===== config.mk =====
export PLATFORM = sky130hd
export DESIGN_NAME = bus_hold_arbiter
export DESIGN_NICKNAME = d
export VERILOG_FILES = /design/src/rtl/bha_pkg.sv /design/src/rtl/bha_sync.sv /design/src/rtl/bha_fsm.sv /design/src/rtl/bha_outmux.sv /design/src/rtl/bus_hold_arbiter.sv
export SDC_FILE = /design/constraint.sdc
export NUM_CORES = 1
export LEC_CHECK = 0
export ABC_AREA = 1
export CORE_AREA = 2 2 39 41
export CTS_BUF_LIST = sky130_fd_sc_hd__clkbuf_16
export DETAILED_ROUTE_END_ITERATION = 10
export DIE_AREA = 0 0 41 43
export PLACE_DENSITY = 0.64
export REMOVE_ABC_BUFFERS = 1
export SLEW_MARGIN = 10
export SYNTH_ARGS = -nofsm -noshare
export SYNTH_HDL_FRONTEND = slang
export SYNTH_SLANG_ARGS = --single-unit

===== constraint.sdc =====
create_clock -name clk -period 0.9 [get_ports clk]
set_input_delay 0.225 -clock clk [delete_from_list [all_inputs] [get_ports clk]]
set_output_delay 0.225 -clock clk [all_outputs]
set_load 0.01 [all_outputs]

===== src/rtl/bha_pkg.sv =====
// Package: shared state type for the bus hold arbiter.
// Assumes: four states, encoded as two bits.
package bha_pkg;
    typedef enum logic [1:0] {
        ST_OWN     = 2'd0,  // local master drives the bus
        ST_RELEASE = 2'd1,  // drivers off, acknowledge not yet given
        ST_GRANT   = 2'd2,  // acknowledge high, external master owns bus
        ST_RECLAIM = 2'd3   // acknowledge low, drivers still off
    } bha_state_e;
endpackage


===== src/rtl/bha_sync.sv =====
// Module: multi-flop synchroniser for an asynchronous level input.
// Assumes: STAGES >= 2; the input is a level that is held for several clocks.
module bha_sync #(
    parameter int STAGES = 2
) (
    input  logic clk,
    input  logic rst_n,
    input  logic async_i,
    output logic sync_o
);
    localparam int LAST = STAGES - 1;

    logic [LAST:0] chain_q;

    // Shift the raw level through the flop chain.
    always_ff @(posedge clk) begin
        if (!rst_n) chain_q <= '0;
        else        chain_q <= {chain_q[LAST-1:0], async_i};
    end

    assign sync_o = chain_q[LAST];
endmodule


===== src/rtl/bha_fsm.sv =====
// Module: handover sequencer. It releases the drivers, then acknowledges,
//         then withdraws the acknowledge, then reclaims the drivers.
// Assumes: req_i is already synchronous; busy_i and lock_n_i come from the
//          local bus controller.
module bha_fsm
    import bha_pkg::*;
(
    input  logic clk,
    input  logic rst_n,
    input  logic req_i,
    input  logic busy_i,
    input  logic lock_n_i,
    output logic hlda_o,
    output logic own_o
);
    bha_state_e st_q, st_d;

    // Next-state selection for the handover sequence.
    always_comb begin
        st_d = st_q;
        unique case (st_q)
            ST_OWN:     if (req_i && !busy_i && lock_n_i) st_d = ST_RELEASE;
            ST_RELEASE: st_d = req_i ? ST_GRANT : ST_OWN;
            ST_GRANT:   if (!req_i) st_d = ST_RECLAIM;
            ST_RECLAIM: st_d = ST_OWN;
            default:    st_d = ST_OWN;
        endcase
    end

    // State register with synchronous reset to the owned state.
    always_ff @(posedge clk) begin
        if (!rst_n) st_q <= ST_OWN;
        else        st_q <= st_d;
    end

    assign hlda_o = (st_q == ST_GRANT);
    assign own_o  = (st_q == ST_OWN);

    assert_wait_cycle_R4: assert property (@(posedge clk) disable iff (!rst_n)
        (own_o && busy_i) |=> own_o);
    assert_wait_lock_R5: assert property (@(posedge clk) disable iff (!rst_n)
        (own_o && !lock_n_i) |=> own_o);
    assert_grant_holds_R6: assert property (@(posedge clk) disable iff (!rst_n)
        (hlda_o && req_i) |=> hlda_o);
endmodule


===== src/rtl/bha_outmux.sv =====
// Module: per-group line conditioning during hold. It forces the active-low
//         status lines high, keeps the select lines at their last owned level
//         and masks ready.
// Assumes: own_i is high exactly when the local master owns the bus.
module bha_outmux #(
    parameter int STAT_W = 2
) (
    input  logic              clk,
    input  logic              rst_n,
    input  logic              own_i,
    input  logic [STAT_W-1:0] stat_n_i,
    input  logic              lock_n_i,
    input  logic              peack_n_i,
    input  logic              mio_i,
    input  logic              cod_i,
    input  logic              ready_n_i,
    output logic [STAT_W-1:0] stat_n_o,
    output logic              lock_n_o,
    output logic              peack_n_o,
    output logic              mio_o,
    output logic              cod_o,
    output logic              ready_n_o
);
    logic mio_q, cod_q;

    // Capture the select levels while owned so they can be held during hold.
    always_ff @(posedge clk) begin
        if (!rst_n) begin
            mio_q <= 1'b0;
            cod_q <= 1'b0;
        end else if (own_i) begin
            mio_q <= mio_i;
            cod_q <= cod_i;
        end
    end

    // Select between pass-through and hold-time values for every group.
    always_comb begin
        stat_n_o  = own_i ? stat_n_i  : '1;
        lock_n_o  = own_i ? lock_n_i  : 1'b1;
        peack_n_o = own_i ? peack_n_i : 1'b1;
        ready_n_o = own_i ? ready_n_i : 1'b1;
        mio_o     = own_i ? mio_i     : mio_q;
        cod_o     = own_i ? cod_i     : cod_q;
    end

    assert_keep_stable_R8: assert property (@(posedge clk) disable iff (!rst_n)
        (!own_i && !$past(own_i)) |-> ($stable(mio_o) && $stable(cod_o)));
endmodule


===== src/rtl/bus_hold_arbiter.sv =====
// Module: top of the local bus hold arbiter.
// Assumes: hold_req_i may be asynchronous; every other input is synchronous
//          to clk. Pad-level floating and keeping are done outside this block.
module bus_hold_arbiter #(
    parameter int SYNC_STAGES = 2,
    parameter int STAT_W      = 2
) (
    input  logic              clk,
    input  logic              rst_n,
    input  logic              hold_req_i,
    input  logic              cycle_busy_i,
    input  logic              lock_n_i,
    input  logic              ready_n_i,
    input  logic [STAT_W-1:0] stat_n_i,
    input  logic              peack_n_i,
    input  logic              mio_i,
    input  logic              cod_i,
    output logic              hlda_o,
    output logic              hold_active_o,
    output logic              addr_oe_o,
    output logic              data_oe_o,
    output logic [STAT_W-1:0] stat_n_o,
    output logic              lock_n_o,
    output logic              peack_n_o,
    output logic              mio_o,
    output logic              cod_o,
    output logic              ready_n_o
);
    logic req_s, own;

    bha_sync #(.STAGES(SYNC_STAGES)) sync_i (
        .clk(clk), .rst_n(rst_n), .async_i(hold_req_i), .sync_o(req_s)
    );

    bha_fsm fsm_i (
        .clk(clk), .rst_n(rst_n), .req_i(req_s), .busy_i(cycle_busy_i),
        .lock_n_i(lock_n_i), .hlda_o(hlda_o), .own_o(own)
    );

    bha_outmux #(.STAT_W(STAT_W)) mux_i (
        .clk(clk), .rst_n(rst_n), .own_i(own), .stat_n_i(stat_n_i),
        .lock_n_i(lock_n_i), .peack_n_i(peack_n_i), .mio_i(mio_i), .cod_i(cod_i),
        .ready_n_i(ready_n_i), .stat_n_o(stat_n_o), .lock_n_o(lock_n_o),
        .peack_n_o(peack_n_o), .mio_o(mio_o), .cod_o(cod_o), .ready_n_o(ready_n_o)
    );

    assign hold_active_o = !own;
    assign addr_oe_o     = own;
    assign data_oe_o     = own;

    assert_release_first_R3: assert property (@(posedge clk) disable iff (!rst_n)
        $rose(hlda_o) |-> $past(!addr_oe_o && !data_oe_o));
    assert_no_overlap_R6: assert property (@(posedge clk) disable iff (!rst_n)
        hlda_o |-> (!addr_oe_o && !data_oe_o));
    assert_reclaim_gap_R6: assert property (@(posedge clk) disable iff (!rst_n)
        $rose(addr_oe_o) |-> $past(!hlda_o));
    assert_status_high_R7: assert property (@(posedge clk) disable iff (!rst_n)
        hold_active_o |-> ((&stat_n_o) && lock_n_o && peack_n_o));
    assert_ready_masked_R9: assert property (@(posedge clk) disable iff (!rst_n)
        hold_active_o |-> ready_n_o);
endmodule


Yosys cells after proc, flatten, opt, wreduce, memory -nomap -nowiden
Index checks and enable logic that the tools add are counted.

Register bits: 6. Input bits: 11. Logic and storage cells: 25.

Equal/unequal tests: 5. Muxes and demuxes: 10. Reduce and logical (&&, ||, !) cells: 6.

Operators with widths (number): 2-bit two-way mux (4); 2-bit case mux with 4 select lines (1); 1-bit two-way mux (5); 2-bit equality test (second input constant) (2); 2-bit != test (second input constant) (2); 2-bit by 1-bit equality test with 1-bit output (second input constant) (1); 1-bit logical AND (2); 1-bit logical NOT (2); 2-bit logical NOT (1); 2-bit AND reduction (1).

Logic depth before layout (Yosys ltp)
Depth in word-level cells: 5. Depth in mapped cells: 4. Gate-level depth less buffers: 4.

Hierarchy
From an unflattened synthesis, not the netlist that was laid out.

Cells, all modules: 45. Area, all modules: 289.0 µm².

By module, submodules not included: bha_outmux (times used 1, cells an instance 23, area each 131.4 µm²); bha_fsm (times used 1, cells an instance 14, area each 91.3 µm²); bha_sync (times used 1, cells an instance 6, area each 55.1 µm²); bus_hold_arbiter (times used 1, cells an instance 2, area each 11.3 µm²).

Worst setup path before layout
Ideal clock, no wire load.

Kind: register to output. Start: register fsm_i.st_q[0]. End: output port lock_n_o. Data arrival time: 0.862 ns. Setup slack: -0.187 ns. Stages on the path, launching flop included: 4. Cells stage by stage: dfxtp_1 nor2_4 inv_4 or2_1.

Word-level cells in the longest chain between the ends: 2.

Ends and longest elaborated chain: start: declaration (line bha_fsm.sv:16) `bha_state_e st_q, st_d;`; start signal: assignment (line bha_fsm.sv:33) `else st_q <= st_d;`; 2-bit logical NOT (line bha_fsm.sv:37) `assign own_o = (st_q == ST_OWN);`; named net addr_oe_o (line bus_hold_arbiter.sv:20) `output logic addr_oe_o,`; 1-bit two-way mux (line bha_outmux.sv:40) `lock_n_o = own_i ? lock_n_i : 1'b1;`; end: declaration (line bus_hold_arbiter.sv:23) `output logic lock_n_o,`.

The timed path passes the listed nets, and every way through them passes these cells.

==> run_summary.xml <==
<?xml version="1.0" encoding="UTF-8"?>
<metrics>
  <group name="power">
    <metric name="static-leakage-power" unit="uW">0.000391</metric>
    <metric name="irDropWorstVdd" unit="mV">1.11</metric>
    <metric name="power.density_cell_area" unit="nW/um2">1630</metric>
  </group>
  <group name="timing">
    <metric name="layout_worst_path_cycle_share" unit="%">154</metric>
    <metric name="fin_ws" unit="ps">-486</metric>
    <metric name="timing_worst_slew_pin_value" unit="ps">160</metric>
    <metric name="grt_setup_unrepaired" unit="">true</metric>
    <metric name="report.final.hold_viol_count" unit="">0</metric>
    <metric name="max_freq" unit="GHz">0.721</metric>
    <metric name="fin_hold_ws" unit="ps">404</metric>
    <metric name="setup-violations-final" unit="">14</metric>
    <metric name="timing.final.max_slew_violations" unit="">0</metric>
    <metric name="clock-skew-final" unit="ps">0.332</metric>
    <metric name="period_needed" unit="ps">1390</metric>
    <metric name="slew_limit_headroom" unit="%">89.3</metric>
  </group>
  <group name="global_route">
    <metric name="grt_max_degree" unit="">8</metric>
    <metric name="grt_overall_usage" unit="%">13.3</metric>
    <metric name="global_route_wire_length_before_repair" unit="um">1490</metric>
    <metric name="grt_antenna_before_repair" unit="">0</metric>
    <metric name="grt.overflow.total" unit="">0</metric>
    <metric name="via_count_of_the_first_global_routing_pass" unit="">376</metric>
  </group>
  <group name="placement">
    <metric name="hpwl" unit="um">578</metric>
    <metric name="place.detailed.instances" unit="">86</metric>
    <metric name="portBuffers" unit="">21</metric>
    <metric name="dpl_worst_slack" unit="ps">-773</metric>
    <metric name="gp_routability_congestion" unit="">0.667</metric>
  </group>
  <group name="logic_synthesis">
    <metric name="post_syn_area_per_cell" unit="um2">7.02</metric>
    <metric name="synth-seq-area-share" unit="%">41.7</metric>
    <metric name="synth_top_area_share" unit="%">41.7</metric>
    <metric name="synth.cell_area" unit="um2">288</metric>
    <metric name="synth_warnings" unit="">0</metric>
    <metric name="synthesis.instances" unit="">41</metric>
    <metric name="synthDominantAreaCellType" unit="">dfxtp_1</metric>
    <metric name="synth_cell_type_count" unit="">12</metric>
    <metric name="postSynthRegisterBits" unit="">6</metric>
    <metric name="post_synth_main_area_contributors" unit="">dfxtp_1 (42%), inv_1 (14%), or2_1 (11%)</metric>
  </group>
  <group name="floorplan">
    <metric name="io-pin-count" unit="">22</metric>
    <metric name="coreArea" unit="um2">1380</metric>
    <metric name="floorplan.die.width" unit="um">41</metric>
    <metric name="initial_core_util" unit="%">20.8</metric>
    <metric name="die-height" unit="um">43</metric>
    <metric name="die_area" unit="um2">1760</metric>
    <metric name="fp-row-count" unit="">14</metric>
  </group>
  <group name="critical_path">
    <metric name="worst_r2r_path_cells" unit="">9</metric>
    <metric name="crit_required" unit="ps">670</metric>
    <metric name="timing.critical_path.slowest_cell_delay" unit="ps">320</metric>
    <metric name="start_kind" unit="">flop</metric>
    <metric name="timing.reg2reg.setup_slack" unit="ps">-460</metric>
    <metric name="critical-path-slowest-cell" unit="">dfxtp_2</metric>
    <metric name="crit-reg2reg-capture" unit="">mux_i.cod_q</metric>
    <metric name="critPathCaptureType" unit="">output pin</metric>
    <metric name="critical_path.cell_chain" unit="">nor2_4 -&gt; buf_6 -&gt; nand2_4 -&gt; o21ai_4 -&gt; inv_1 -&gt; buf_2</metric>
    <metric name="crit_path_max_fanout" unit="">5</metric>
    <metric name="worst-endpoint-arrival" unit="ps">1160</metric>
    <metric name="worstSetupPathType" unit="">reg2out</metric>
  </group>
  <group name="cells_and_area">
    <metric name="layout.cells.most_common" unit="">buf_6</metric>
    <metric name="final-instance-count-excl-fill" unit="">97</metric>
    <metric name="finalNetCount" unit="">94</metric>
    <metric name="antenna_cells" unit="">0</metric>
    <metric name="layout-drive-gt1-share" unit="%">55.6</metric>
    <metric name="layout_common_cells" unit="">buf_6 (13), inv_1 (11), clkdlybuf4s50_1 (10)</metric>
    <metric name="post-route-util" unit="%">56.0</metric>
    <metric name="syn2layout_area_growth" unit="%">169</metric>
  </group>
  <group name="detailed_routing">
    <metric name="via_count_of_the_routed_design" unit="">374</metric>
    <metric name="met1_length" unit="um">367</metric>
    <metric name="route.met2.wl" unit="um">445</metric>
    <metric name="top_layer" unit="">met4</metric>
    <metric name="firstDrtPassIters" unit="">2</metric>
    <metric name="wl_per_cell" unit="um">9.88</metric>
    <metric name="met3RoutedLength" unit="um">135</metric>
    <metric name="route.detailed.drc" unit="">0</metric>
    <metric name="ant_nets" unit="">0</metric>
    <metric name="via_per_inst" unit="">3.86</metric>
    <metric name="drt-total-wl" unit="um">958</metric>
    <metric name="drtIter0Drc" unit="">2</metric>
  </group>
  <group name="run">
    <metric name="maxCapViolCount" unit="">0</metric>
  </group>
  <group name="min_path">
    <metric name="min-delay-start" unit="">sync_i.chain_q[0]</metric>
    <metric name="hold_class" unit="">reg2reg</metric>
    <metric name="hold_path_depth" unit="">2</metric>
    <metric name="hold-path-endpoint" unit="">sync_i.chain_q[1]</metric>
  </group>
  <group name="clock_network">
    <metric name="clock_buffer_count_from_cts" unit="">3</metric>
    <metric name="clock-sinks" unit="">6</metric>
    <metric name="tritoncts" unit="">built</metric>
    <metric name="cts_htree_levels" unit="">1</metric>
    <metric name="clock-root-buffer" unit="">clkbuf_16</metric>
    <metric name="postCtsHoldBufs" unit="">0</metric>
    <metric name="clk_path_buf_depth" unit="">2</metric>
    <metric name="clk_latency" unit="ps">220</metric>
    <metric name="worst_setup_hold_path_clk_slew" unit="ps">30</metric>
  </group>
  <group name="status">
    <metric name="run_status" unit="">finished with violations</metric>
    <metric name="violations" unit="">negative setup slack</metric>
  </group>
</metrics>
[final cells by class]
cell class,instances,area [um2]
Clock buffer,3,75.1
Fill cell,131,609
Inverter,12,47.5
Multi-Input combinational cell,22,164
Sequential cell,6,123
Tap cell,16,20.0
Timing Repair Buffer,38,345
[per-stage QoR]
step	total power [uW]	area (um2)	TNS, ps
CTS	1260	743	-5210
floorplan	354	280	-1480
detailed placement	500	578	-7680
finish	1270	774	-5180
global route	1320	774	-5870
global placement	498	578	-7480
[repair_timing]
item	CTS	global route
setup buffers	8	4
pin swaps	3	2
resized for setup	64	10
setup endpoints to repair	15	15
[logic make-up after synthesis]
| kind of cell | Yosys count | synth area share [%] |
|---|---|---|
| simple gates | 18 | 30.9 |
| flops | 6 | 41.7 |
| compound gates | 4 | 8.26 |
| buf+inv | 13 | 19.1 |
[synth_stat cells (all sizes together)]
cell / instances
a21oi: 2
nor2: 4
buf: 1
dfxtp: 6
or2: 5
inv: 12
nand2: 8
nand3: 1
o21ai: 2
[worst max-delay path by stage]
stage,start,endpoint,slack (ps),depth (start not counted)
after global placement,cod_i,cod_o,-770,6
after detailed placement,cod_i,cod_o,-770,6
final,flop,cod_o,-490,6
after global routing,flop,cod_o,-540,6
after floorplan,fsm_i.st_q[0],lock_n_o,-230,3
after CTS,flop,cod_o,-470,6
[layer usage]
metal,track usage (%),up-vias
met1,12.9,153
li1,-,198
met5,0,-
met2,20.6,21
met3,4.19,2
met4,12.0,0
[power by group]
| group | switching [uW] | internal [uW] | leakage [uW] |
|---|---|---|---|
| logic | 103 | 170 | 0.000303 |
| clock network | 133 | 568 | 0.0000370 |
| registers | 9.27 | 282 | 0.0000504 |
[worst max-delay path: cells and delay by family, from the launching register on]
| family | cells | cell delay (ps) |
|---|---|---|
| AO/OA/AOI/OAI | 1 | 50 |
| flip-flops | 1 | 320 |
| buffers and inverters | 3 | 340 |
| AND/OR/NAND/NOR | 2 | 220 |
Note: power is estimated with default switching activity, not from simulation.
